$ cat src/rtl/cfg_memdec_pkg.sv
package cfg_memdec_pkg;
   localparam int BYTE_W = 8;
   localparam logic [BYTE_W-1:0] IDX_CLKWAIT = 8'd0;
   localparam logic [BYTE_W-1:0] IDX_RAMEN   = 8'd1;
   localparam logic [BYTE_W-1:0] IDX_ROMEN   = 8'd2;
   localparam logic [BYTE_W-1:0] IDX_VERSION = 8'd3;
   localparam logic [BYTE_W-1:0] RD_UNUSED   = 8'hFF;
endpackage

$ cat src/rtl/cfg_regfile.sv
module cfg_regfile
   import cfg_memdec_pkg::*;
#(
   parameter int NUM_WIN   = 8,
   parameter int WAIT_W    = 3,
   parameter int WAIT_MAX  = 4,
   parameter bit WAIT_SAT  = 1'b1,
   parameter int VER_MAJOR = 1,
   parameter int VER_MINOR = 0,
   parameter logic [NUM_WIN-1:0] RAM_RST  = '0,
   parameter logic [NUM_WIN-1:0] ROM_RST  = 8'hC0,
   parameter bit                 DIV_RST  = 1'b1,
   parameter int                 WAIT_RST = 4
) (
   input  logic              clk,
   input  logic              rst_n,
   input  logic              idx_sel,
   input  logic              dat_sel,
   input  logic              io_rd,
   input  logic              io_wr,
   input  logic [BYTE_W-1:0] wr_data,
   output logic [BYTE_W-1:0] rd_data,
   output logic              rd_oe,
   output logic [NUM_WIN-1:0] ram_en,
   output logic [NUM_WIN-1:0] rom_en,
   output logic              turbo_div3,
   output logic [WAIT_W-1:0] io_wait
);
   localparam logic [WAIT_W-1:0] WAIT_MAX_V = WAIT_W'(WAIT_MAX);
   localparam logic [WAIT_W-1:0] WAIT_RST_V = WAIT_W'(WAIT_RST);
   localparam logic [BYTE_W-1:0] VER_BYTE   = {4'(VER_MAJOR), 4'(VER_MINOR)};
   localparam int                PAD_W      = BYTE_W - 1 - WAIT_W;

   logic [BYTE_W-1:0]  index_q;
   logic               div_q;
   logic [WAIT_W-1:0]  wait_q;
   logic [NUM_WIN-1:0] ram_q;
   logic [NUM_WIN-1:0] rom_q;
   logic [WAIT_W-1:0]  wait_req;
   logic [WAIT_W-1:0]  wait_next;
   logic               dat_wr;

   assign wait_req = wr_data[WAIT_W:1];
   assign dat_wr   = io_wr && dat_sel;

   generate
      if (WAIT_SAT) begin : g_wait_sat
         assign wait_next = (wait_req > WAIT_MAX_V) ? WAIT_MAX_V : wait_req;
      end else begin : g_wait_keep
         assign wait_next = (wait_req > WAIT_MAX_V) ? wait_q : wait_req;
      end
   endgenerate

   always_ff @(posedge clk or negedge rst_n) begin
      if (!rst_n) begin
         index_q <= '0;
         div_q   <= DIV_RST;
         wait_q  <= WAIT_RST_V;
         ram_q   <= RAM_RST;
         rom_q   <= ROM_RST;
      end else begin
         if (io_wr && idx_sel) index_q <= wr_data;
         if (dat_wr) begin
            case (index_q)
               IDX_CLKWAIT: begin
                  div_q  <= wr_data[0];
                  wait_q <= wait_next;
               end
               IDX_RAMEN: ram_q <= wr_data[NUM_WIN-1:0];
               IDX_ROMEN: rom_q <= wr_data[NUM_WIN-1:0];
               default: ;
            endcase
         end
      end
   end

   logic [BYTE_W-1:0] reg_mux;
   always_comb begin
      case (index_q)
         IDX_CLKWAIT: reg_mux = {{PAD_W{1'b0}}, wait_q, div_q};
         IDX_RAMEN:   reg_mux = ram_q;
         IDX_ROMEN:   reg_mux = rom_q;
         IDX_VERSION: reg_mux = VER_BYTE;
         default:     reg_mux = RD_UNUSED;
      endcase
   end

   assign rd_oe      = io_rd && (idx_sel || dat_sel);
   assign rd_data    = !rd_oe ? '0 : (idx_sel ? index_q : reg_mux);
   assign ram_en     = ram_q;
   assign rom_en     = rom_q;
   assign turbo_div3 = div_q;
   assign io_wait    = wait_q;

   assert_wait_limit_R4: assert property (@(posedge clk) disable iff (!rst_n)
      io_wait <= WAIT_MAX_V);
   assert_ram_hold_R2: assert property (@(posedge clk) disable iff (!rst_n)
      !dat_wr |=> $stable(ram_en));
   assert_rom_hold_R2: assert property (@(posedge clk) disable iff (!rst_n)
      !dat_wr |=> $stable(rom_en));
   assert_oe_needs_read_R9: assert property (@(posedge clk) disable iff (!rst_n)
      rd_oe |-> io_rd);
endmodule

$ cat src/rtl/cfg_win_decode.sv
module cfg_win_decode #(
   parameter int NUM_WIN = 8,
   parameter int AHI_W   = 5
) (
   input  logic               clk,
   input  logic               rst_n,
   input  logic [AHI_W-1:0]   addr_hi,
   input  logic               mem_rd,
   input  logic               mem_wr,
   input  logic [NUM_WIN-1:0] ram_en,
   input  logic [NUM_WIN-1:0] rom_en,
   output logic               ram2_cs_n,
   output logic               rom_cs_n
);
   localparam int WIN_BITS = $clog2(NUM_WIN);

   logic               upper;
   logic               low_bank;
   logic               strobe;
   logic [NUM_WIN-1:0] ram_hit;
   logic [NUM_WIN-1:0] rom_hit;

   assign upper    = (addr_hi[AHI_W-1 -: 2] == 2'b11);
   assign low_bank = (addr_hi[AHI_W-1 -: 3] == 3'b100);
   assign strobe   = mem_rd || mem_wr;

   generate
      for (genvar w = 0; w < NUM_WIN; w++) begin : g_win
         logic in_win;
         assign in_win     = upper && (addr_hi[WIN_BITS-1:0] == WIN_BITS'(w));
         assign rom_hit[w] = in_win && rom_en[w];
         assign ram_hit[w] = in_win && ram_en[w] && !rom_en[w];
      end
   endgenerate

   assign ram2_cs_n = !(strobe && (low_bank || (|ram_hit)));
   assign rom_cs_n  = !(strobe && (|rom_hit));

   assert_cs_exclusive_R7: assert property (@(posedge clk) disable iff (!rst_n)
      !(!ram2_cs_n && !rom_cs_n));
   assert_cs_needs_strobe_R8: assert property (@(posedge clk) disable iff (!rst_n)
      (!ram2_cs_n || !rom_cs_n) |-> (mem_rd || mem_wr));
   assert_low_bank_R5: assert property (@(posedge clk) disable iff (!rst_n)
      (strobe && addr_hi[AHI_W-1 -: 3] == 3'b100) |-> !ram2_cs_n);
endmodule

$ cat src/rtl/cfg_memdec.sv
module cfg_memdec
   import cfg_memdec_pkg::*;
#(
   parameter int NUM_WIN   = 8,
   parameter int WAIT_W    = 3,
   parameter int WAIT_MAX  = 4,
   parameter bit WAIT_SAT  = 1'b1,
   parameter int VER_MAJOR = 1,
   parameter int VER_MINOR = 0
) (
   input  logic              clk,
   input  logic              rst_n,
   input  logic              idx_sel,
   input  logic              dat_sel,
   input  logic              io_rd,
   input  logic              io_wr,
   input  logic [7:0]        wr_data,
   output logic [7:0]        rd_data,
   output logic              rd_oe,
   input  logic [4:0]        addr_hi,
   input  logic              mem_rd,
   input  logic              mem_wr,
   output logic              ram2_cs_n,
   output logic              rom_cs_n,
   output logic              turbo_div3,
   output logic [WAIT_W-1:0] io_wait
);
   localparam int AHI_W = 5;

   generate
      if (NUM_WIN != 8) begin : g_bad_win
         $error("NUM_WIN must be 8: eight windows span C0000h..FFFFFh");
      end
      if (WAIT_W + 1 > BYTE_W || WAIT_MAX >= (1 << WAIT_W)) begin : g_bad_wait
         $error("wait field does not fit");
      end
      if (VER_MAJOR > 15 || VER_MINOR > 15) begin : g_bad_ver
         $error("version nibbles out of range");
      end
   endgenerate

   logic [NUM_WIN-1:0] ram_en;
   logic [NUM_WIN-1:0] rom_en;

   cfg_regfile #(
      .NUM_WIN(NUM_WIN), .WAIT_W(WAIT_W), .WAIT_MAX(WAIT_MAX),
      .WAIT_SAT(WAIT_SAT), .VER_MAJOR(VER_MAJOR), .VER_MINOR(VER_MINOR)
   ) u_regs (
      .clk(clk), .rst_n(rst_n), .idx_sel(idx_sel), .dat_sel(dat_sel),
      .io_rd(io_rd), .io_wr(io_wr), .wr_data(wr_data), .rd_data(rd_data),
      .rd_oe(rd_oe), .ram_en(ram_en), .rom_en(rom_en),
      .turbo_div3(turbo_div3), .io_wait(io_wait)
   );

   cfg_win_decode #(.NUM_WIN(NUM_WIN), .AHI_W(AHI_W)) u_dec (
      .clk(clk), .rst_n(rst_n), .addr_hi(addr_hi), .mem_rd(mem_rd),
      .mem_wr(mem_wr), .ram_en(ram_en), .rom_en(rom_en),
      .ram2_cs_n(ram2_cs_n), .rom_cs_n(rom_cs_n)
   );

   assert_rd_zero_R9: assert property (@(posedge clk) disable iff (!rst_n)
      !rd_oe |-> (rd_data == 8'h00));
endmodule

$ cat config.mk
export PLATFORM = sky130hd
export DESIGN_NAME = cfg_memdec
export DESIGN_NICKNAME = d
export VERILOG_FILES = /design/src/rtl/cfg_memdec_pkg.sv /design/src/rtl/cfg_regfile.sv /design/src/rtl/cfg_win_decode.sv /design/src/rtl/cfg_memdec.sv
export SDC_FILE = /design/constraint.sdc
export NUM_CORES = 1
export LEC_CHECK = 0
export ABC_CLOCK_PERIOD_IN_PS = 2000
export BUFFER_PORTS_ARGS = -buffer_cell sky130_fd_sc_hd__buf_4
export CAP_MARGIN = 10
export CELL_PAD_IN_SITES_DETAIL_PLACEMENT = 0
export CELL_PAD_IN_SITES_GLOBAL_PLACEMENT = 2
export CORE_MARGIN = 1
export CORE_UTILIZATION = 31
export DETAILED_ROUTE_END_ITERATION = 7
export PLACE_DENSITY = 0.78
export SLEW_MARGIN = 10
export SYNTH_ARGS = -nofsm -noshare
export SYNTH_HDL_FRONTEND = slang
export SYNTH_SLANG_ARGS = --single-unit
$ cat constraint.sdc
create_clock -name clk -period 2 [get_ports clk]
set_input_delay 0.1 -clock clk [delete_from_list [all_inputs] [get_ports clk]]
set_output_delay 0.1 -clock clk [all_outputs]
set_load 0.03 [all_outputs]
### Word-level counts from Yosys, hierarchy flattened

Cells that the tools add are included.

* logic and storage cells: 79
* output and inout port bits: 15
* register bits after elaboration: 28

* equality and inequality tests: 12
* multiplexer cells: 4
* order comparisons: 1
* reduce and logical (&&, ||, !) cells: 57

Operators by type and width (number)
* $logic_and A1 B1 Y1: 37
* $pmux W8 S4: 1
* $eq A8 B2 Y1 const B: 2
* $mux W8: 2
* $reduce_or A8 Y1: 2
* $eq A3 B3 Y1 const B: 5
* $logic_not A1 Y1: 10
* $eq A8 B1 Y1 const B: 1
* $logic_not A8 Y1: 1
* $eq A3 B2 Y1 const B: 2
* $reduce_and A2 Y1: 3
* $eq A3 B1 Y1 const B: 1
* $gt A3 B3 Y1 const B: 1
* $logic_not A3 Y1: 1
* $logic_or A1 B1 Y1: 3
* $mux W3: 1
* $eq A2 B2 Y1 const B: 1

### Logic depth before layout (Yosys ltp)

Gate-level depths: netlist of the first run.

* depth in word-level cells: 8
* depth in mapped cells: 6
* depth with buffers taken out: 4

### Modules after synthesis

From an unflattened synthesis of the first run, not the netlist that was laid out.

* cell total of the unflattened synthesis: 139
* area, all modules: 1664.1 sq um

Modules (own cells, without submodules)
* cfg_regfile: instances 1, cells an instance 116, seq. area each 705.7 sq um, area each 1436.4 sq um
* cfg_win_decode: instances 1, cells an instance 23, seq. area each 0.0 sq um, area each 227.7 sq um

### Least setup slack after synthesis of the first run

OpenSTA, ideal clock, no wires.

* path kind: register to output
* start: register u_regs.index_q[4]
* end: output rd_data[0]
* buffers on the path: 1
* cell stages (with the launch flop): 6
* required time: 1.900 ns
* path slack: -0.157 ns
* arrival: 2.057 ns
* cell sequence: dfrtp_1 -> nor4_4 -> and4_2 -> clkbuf_1 -> nand2_1 -> a221oi_1

* longest elaborated chain between the ends: 4
* elaborated cells on any way between the ends: 7
* those cells by class: eq/ne (3); mux (3); reduce/logical (1)

RTL lines
* start: declaration: RTL line cfg_regfile.sv:34 `logic [BYTE_W-1:0] index_q;`
* start signal: assignment: RTL line cfg_regfile.sv:62 `if (io_wr && idx_sel) index_q <= wr_data;`
* $eq A8 B2 Y1, or another cell as far along: RTL line cfg_regfile.sv:79 `case (index_q)`
* $pmux W8 S4 (*): RTL line cfg_regfile.sv:79
* $mux W8 (*) (2 in series): RTL line cfg_regfile.sv:89 `assign rd_data = !rd_oe ? '0 : (idx_sel ? index_q : reg_mux);`
* end: declaration: RTL line cfg_memdec.sv:18 `output logic [7:0] rd_data,`

Every way passes the cells marked *; elsewhere a longest branch is shown, timed or not.

### Worst setup path in the final report of the first run

* start: register u_regs.index_q[4]
* end: register u_regs.ram_q[0] (netlist: u_regs.ram_en[0])

* longest elaborated chain between the ends: 2

RTL lines
* $eq A8 B1 Y1: RTL line cfg_regfile.sv:64 `case (index_q)`
* $reduce_and A2 Y1 (no source line)
* end signal: assignment: RTL line cfg_regfile.sv:69 `IDX_RAMEN: ram_q <= wr_data[NUM_WIN-1:0];`
* end: declaration: RTL line cfg_regfile.sv:37 `logic [NUM_WIN-1:0] ram_q;`

Every way passes these cells.
A chain may end at the register's enable or synchronous reset.

==> results of run 1 <==
-- registers in the layout, indices dropped and copies added, names as in the netlist --
register and cells:
u_regs.rom_en 8, u_regs.index_q 8, u_regs.ram_en 8, u_regs.io_wait 3, u_regs.turbo_div3 1
-- timing repair --
action                     4_1_cts  5_1_grt
buffers inserted                 3        4
setup endpoints to repair        8       20
hold endpoints to repair        24        0
hold buffers                     1        0
cloned                           0        0
gates resized for setup          6        9
pin swaps                        5        9
-- layer usage --
metal | up-vias | wire (um)
li1 | 584 | -
met1 | 624 | 1880
met2 | 26 | 2080
met3 | 2 | 150
met4 | 0 | 24
met5 | - | 0
-- final timing paths --
path | start | to | slack [ns] | cells past startpoint
max | u_regs.index_q[4]$_DFFE_PN0P_ | u_regs.ram_en[0]$_DFFE_PN0P_ | -0.1 | 6
min | wr_data[5] | u_regs.ram_en[5]$_DFFE_PN0P_ | 0.08 | 2
max reg2reg | u_regs.index_q[4]$_DFFE_PN0P_ | u_regs.ram_en[0]$_DFFE_PN0P_ | -0.1 | 6
min reg2reg | u_regs.index_q[3]$_DFFE_PN0P_ | u_regs.index_q[3]$_DFFE_PN0P_ | 0.56 | 1
max in group asynchronous | rst_n | u_regs.turbo_div3$_DFFE_PN1P_ | 1.41 | 2
min in group asynchronous | rst_n | u_regs.rom_en[5]$_DFFE_PN0P_ | 0.28 | 2
-- kinds of logic (layout without fill, tap and decap cells) --
kind of cell / count (synthesis) / count (layout)
buffers and inverters: 14 / 57
DFF: 28 / 28
muxes: 31 / 31
and+or+nand+nor: 40 / 40
AOI/OAI and AO/OA: 18 / 18
-- worst reg2reg max path, cell delays in order (launching register included) --
cell and delay, ns:
dfrtp_1 0.42, nor4_4 0.31, buf_4 0.15, buf_4 0.09, nand2_2 0.07, or4b_4 0.61, mux2_4 0.34
-- final cells by class --
| class | instances | share of cell area (%) |
|---|---|---|
| multi-input cells | 89 | 43.6 |
| flip-flops and latches | 28 | 32.8 |
| well taps | 67 | 3.90 |
| clock buffers | 4 | 2.10 |
| inverters | 7 | 1.22 |
| repair buffers | 46 | 16.4 |
-- Yosys cell counts, drive strengths merged (2+ instances only) --
library cell	count
a221oi	11
and4	2
and4b	2
buf	2
clkbuf	5
dfrtp	24
dfstp	4
inv	7
mux2	29
mux4	2
nand2	10
nor2	4
nor2b	5
nor3	6
nor4bb	3
o22ai	2
-- per-stage QoR --
step	setup slack (ns)	TNS (ns)	power [W]
after detailed placement	0.0795	0	0.00106
after floorplan	0.120	0	0.000908
after global routing	-0.188	-2.51	0.00148
after global placement	0.131	0	0.00105
after CTS	-0.0841	-0.478	0.00140
final	-0.0997	-1.10	0.00139
-- power by group --
| group | switching (W) | internal, W | total, W |
|---|---|---|---|
| registers | 0.0000814 | 0.000636 | 0.000718 |
| clock network | 0.000169 | 0.000143 | 0.000312 |
| logic | 0.000181 | 0.000181 | 0.000362 |
==> run summary, run 1 <==
initial antenna violation count = 0
gr busiest metal = met2
number of global-route vias before repair = 1346
Non-Filler Instances = 241
total of max-cap violations = 0
post-route clock period utilization = 105%
post-synthesis compound-gate area fraction = 9.34%
GP Congestion = 0.782
Die Y = 73.4 um
Die ar. = 5390 um2
slew margin rel. = 74.0%
TritonCTS buffer count = 3
port buffer count = 35
multiplexer area fraction after synthesis = 25.4%
Hold Path Class = in -> reg
largest net degree at the start of global routing = 29
DR WL/cell = 17.2 um
final WL = 4140 um
Ant. Diodes = 0
most common cell after layout, fill and taps aside = buf_4
largest family of logic cells by synthesized area = multiplexers
delay-heaviest family, CP = simple AND/OR/NAND/NOR gates
WP buf/inv = 2
Syn Inst Count = 131
Final ANT Viol Nets = 0
final core occ = 44.6%
Die W = 73.4 um
Most used DFF post-synth = dfrtp_1
Post-synth EDFFs = 0
Avg Cell Area, Syn = 12.1 um2
Placed Instance Area = 1960 um2
Synth area leader = dfrtp_1
Avg Vias per Cell = 5.13
Post-Synth Simple-Gate Area = 16.8%
core area = 4820 um2
clk sinks = 28
Required @ worst endpoint = 2.16 ns
GRT met3 Usage = 2.33%
Final WS setup = -0.0997 ns
CP startpoint kind = register
Filler Cells Inserted = 491
multi-input logic area = 936 um2
Tmin final = 2.10 ns
Peak VDD IR = 0.280 mV
Critical-path top delay cell = or4b_4
Synth Cell Area = 1580 um2
Min Hold Slack = 0.0788 ns
failing checks = negative setup slack
H-tree levels = 1
most frequent cells in the layout = 44 x buf_4, 24 x dfrtp_1, 21 x mux2_2
adder-cell share of the synthesized area = 0%
CTS tree = built
Worst-Margin Slew = 0.389 ns
critical path peak fanout = 8
Fmax = 476 MHz
layout cells sized above 1 = 60.9%
max incr delay on CP = 0.61 ns
Area Overhead vs Synth = 35.8%
max-slew violations = 0
first-pass GRT wire length = 6870 um
Lkg Pwr = 1.00 nW
Clk pin slew, worst setup/hold paths = 0.09 ns
critical path class = reg -> reg
Final Hold Viols = 0
grt ovf = 0
synthesis warning total = 0
M2 GR Usage = 29.5%
clk_skew = 0.00487 ns
Max Buffers Root-to-Sink = 2
Setup Viol. Count Final = 15
number of synthesized register bits = 28
status = finished with violations
dominant cells by area after synthesis = dfrtp_1 38%, mux2_2 15%, mux2_4 7.6%, dfstp_2 6.6%, a221oi_1 6.1%
Iteration-0 DRC Markers = 34
Yosys top cell area share = 38.0%
CP Cell Sequence = nor4_4, buf_4, buf_4, nand2_2, or4b_4, mux2_4
Ports = 36
Worst-Skew Late Latency = 0.27 ns
num rows = 25
Power Dens Cells = 648 nW/um2
register area = 706 um2
clk root buf = clkbuf_8
DP HPWL = 3120 um
unrepaired setup endpoints after global routing = yes
asr flop ratio synth = 100%
Setup crit end kind = register
Post-Place Cells = 229
1st-pass router iterations = 4
post-route cell area = 2150 um2
total global-route track usage = 17.2%
Syn Nets = 152
Seq/Total Area, Yosys = 44.6%
Post-Synth XOR/XNOR Area = 0%
initial core utilization = 32.8%
GR met1 Demand/Resource = 22.8%
vias = 1236
crit-path most repeated cell = buf_4
final net count = 196
# DRC = 0
CP Data Arrival Time = 2.26 ns
Yosys cell types = 32
Note: power is estimated with default switching activity, not from simulation.
==> inputs of run 2 (changes only) <==
--- a/config.mk
+++ b/config.mk
@@ -5,15 +5,16 @@
 export SDC_FILE = /design/constraint.sdc
 export NUM_CORES = 1
 export LEC_CHECK = 0
-export ABC_CLOCK_PERIOD_IN_PS = 2000
+export ABC_AREA = 1
+export ABC_CLOCK_PERIOD_IN_PS = 1700
 export BUFFER_PORTS_ARGS = -buffer_cell sky130_fd_sc_hd__buf_4
 export CAP_MARGIN = 10
 export CELL_PAD_IN_SITES_DETAIL_PLACEMENT = 0
 export CELL_PAD_IN_SITES_GLOBAL_PLACEMENT = 2
 export CORE_MARGIN = 1
-export CORE_UTILIZATION = 31
+export CORE_UTILIZATION = 27
 export DETAILED_ROUTE_END_ITERATION = 7
-export PLACE_DENSITY = 0.78
+export PLACE_DENSITY = 0.79
 export SLEW_MARGIN = 10
 export SYNTH_ARGS = -nofsm -noshare
 export SYNTH_HDL_FRONTEND = slang
==> constraint.sdc (replaced) <==
create_clock -name clk -period 1.7 [get_ports clk]
set_input_delay 0.085 -clock clk [delete_from_list [all_inputs] [get_ports clk]]
set_output_delay 0.085 -clock clk [all_outputs]
set_load 0.03 [all_outputs]
==> run summary, run 2 <==
dpl ws = 0.155 ns
Power Dens Cells = 902 nW/um2
DR WL/cell = 12.4 um
Ports = 36
1st-pass router iterations = 4
Die ar. = 6790 um2
Post-Place Cells = 353
multi-input logic area = 911 um2
Filler Cells Inserted = 680
Critical-path top delay cell = dfrtp_1
GP Congestion = 0.762
Final ANT Viol Nets = 0
Tmin final = 1.76 ns
Lkg Pwr = 1.14 nW
most common cell after layout, fill and taps aside = nand2_1
core area = 6060 um2
largest net degree at the start of global routing = 29
layout cells sized above 1 = 28.7%
Worst-Margin Slew = 0.475 ns
DP HPWL = 3570 um
Syn Nets = 267
Final Hold Viols = 0
critical path peak fanout = 4
vias = 1632
CP startpoint kind = register
initial antenna violation count = 0
post-route clock period utilization = 103%
clk sinks = 28
max incr delay on CP = 0.43 ns
register area = 706 um2
most frequent cells in the layout = 79 x nand2_1, 35 x buf_4, 32 x inv_1
critical path class = reg -> out
final WL = 4520 um
grt ovf = 0
# DRC = 0
synthesis warning total = 0
Post-synth top cells = 82 x nand2_1, 35 x inv_1, 25 x nor2_1
Die Y = 82.4 um
number of global-route vias before repair = 1572
failing checks = negative setup slack
Synth area leader = dfrtp_1
Setup crit end kind = output port
CP Data Arrival Time = 1.67 ns
port buffer count = 35
Synth Cell Area = 1740 um2
Clk pin slew, worst setup/hold paths = 0.10 ns
delay-heaviest family, CP = simple AND/OR/NAND/NOR gates
unrepaired setup endpoints after global routing = yes
crit-path most repeated cell = nor2_1
initial core utilization = 28.8%
Required @ worst endpoint = 1.62 ns
Fmax = 568 MHz
max-slew violations = 0
count leader, synth = nand2_1
Area Overhead vs Synth = 29.6%
Non-Filler Instances = 364
num rows = 28
total of max-cap violations = 0
clk root buf = clkbuf_8
total global-route track usage = 14.8%
status = finished with violations
dominant cells by area after synthesis = dfrtp_1 34%, nand2_1 18%, inv_1 7.5%, dfstp_2 6.0%, o21ai_0 6.0%
CTS tree = built
Max Buffers Root-to-Sink = 2
Iteration-0 DRC Markers = 58
Die W = 82.4 um
Ant. Diodes = 0
TritonCTS buffer count = 3
final net count = 311
H-tree levels = 1
Yosys top cell area share = 34.4%
Seq/Total Area, Yosys = 40.5%
Worst-Skew Late Latency = 0.28 ns
slew margin rel. = 68.2%
Min Hold Slack = 0.0744 ns
Avg Cell Area, Syn = 7.09 um2
Hold Path Class = in -> reg
Avg Vias per Cell = 4.48
WP buf/inv = 3
Most used DFF post-synth = dfrtp_1
first-pass GRT wire length = 7570 um
number of synthesized register bits = 28
asr flop ratio synth = 100%
clk_skew = 0.00795 ns
CP Cell Sequence = nor2_4, inv_4, nor3_4, buf_6, nand2_1, nor2_1, nor2_1, buf_4
Yosys cell types = 22
Peak VDD IR = 0.394 mV
Syn Inst Count = 246
Final WS setup = -0.0593 ns
Setup Viol. Count Final = 7
Post-synth EDFFs = 0
## run 2: path summary, 6_finish.rpt
check                                           endpoint                           from  cells after the start  slack, ns
min                        u_regs.io_wait[1]$_DFFE_PN0P_                     wr_data[2]                      3       0.07
max                                           rd_data[2]  u_regs.index_q[3]$_DFFE_PN0P_                      8      -0.06
max reg2reg                 u_regs.ram_en[4]$_DFFE_PN0P_  u_regs.index_q[6]$_DFFE_PN0P_                      7       0.14
min in group asynchronous  u_regs.index_q[5]$_DFFE_PN0P_                          rst_n                      2       0.26
max in group asynchronous   u_regs.rom_en[7]$_DFFE_PN1P_                          rst_n                      2       1.12
min reg2reg                u_regs.index_q[4]$_DFFE_PN0P_  u_regs.index_q[4]$_DFFE_PN0P_                      2       0.51
## run 2: stage by stage
stage | instance area, um2 | TNS [ns] | util [%] | total power (W)
3_3_place_gp | 2070 | 0 | 34.2 | 0.00148
4_1_cts | 2180 | -0.855 | 36.0 | 0.00204
2_1_floorplan | 1740 | 0 | - | 0.00127
6_report | 2260 | -0.203 | 37.3 | 0.00204
3_5_place_dp | 2070 | 0 | 34.2 | 0.00149
5_1_grt | 2260 | -1.21 | 37.3 | 0.00218
## run 2: where the power goes
part | internal [W] | switching, W
clock network | 0.000315 | 0.000216
registers | 0.000807 | 0.000129
logic | 0.000227 | 0.000342
## run 2: timing repair
action / in CTS / in global routing
endpoints found under the hold margin: 24 / 0
pin swaps: 2 / 12
hold buffers: 1 / 0
gates resized for setup: 1 / 19
setup buffers: 3 / 3
setup endpoints to repair: 8 / 8
## run 2: per-layer routing
| layer | wire length, um | track usage (%) |
|---|---|---|
| met5 | 0 | 0 |
| met4 | 8 | 1.05 |
| met3 | 144 | 2.97 |
| met2 | 2170 | 25.6 |
| met1 | 2200 | 19.9 |
## run 2: layout make-up
class | instances | area share, %
Clock buffer | 3 | 1.83
Inverter | 36 | 6.09
Timing Repair Buffer | 42 | 15.1
Clock inverter | 1 | 1.33
Sequential cell | 28 | 31.2
Tap cell | 75 | 4.15
Multi-Input combinational cell | 179 | 40.3
## run 2: cell families after synthesis
group / share of synthesized area, %
DFF: 40.5
buffers and inverters: 9.25
AOI/OAI and AO/OA: 13.9
and+or+nand+nor: 36.4
## run 2: worst min-delay path, delay by kind of cell
kind	cells	cell delay [ns]
buffers and inverters	1	0.11
AOI/OAI and AO/OA	1	0.07
and+or+nand+nor	1	0.05
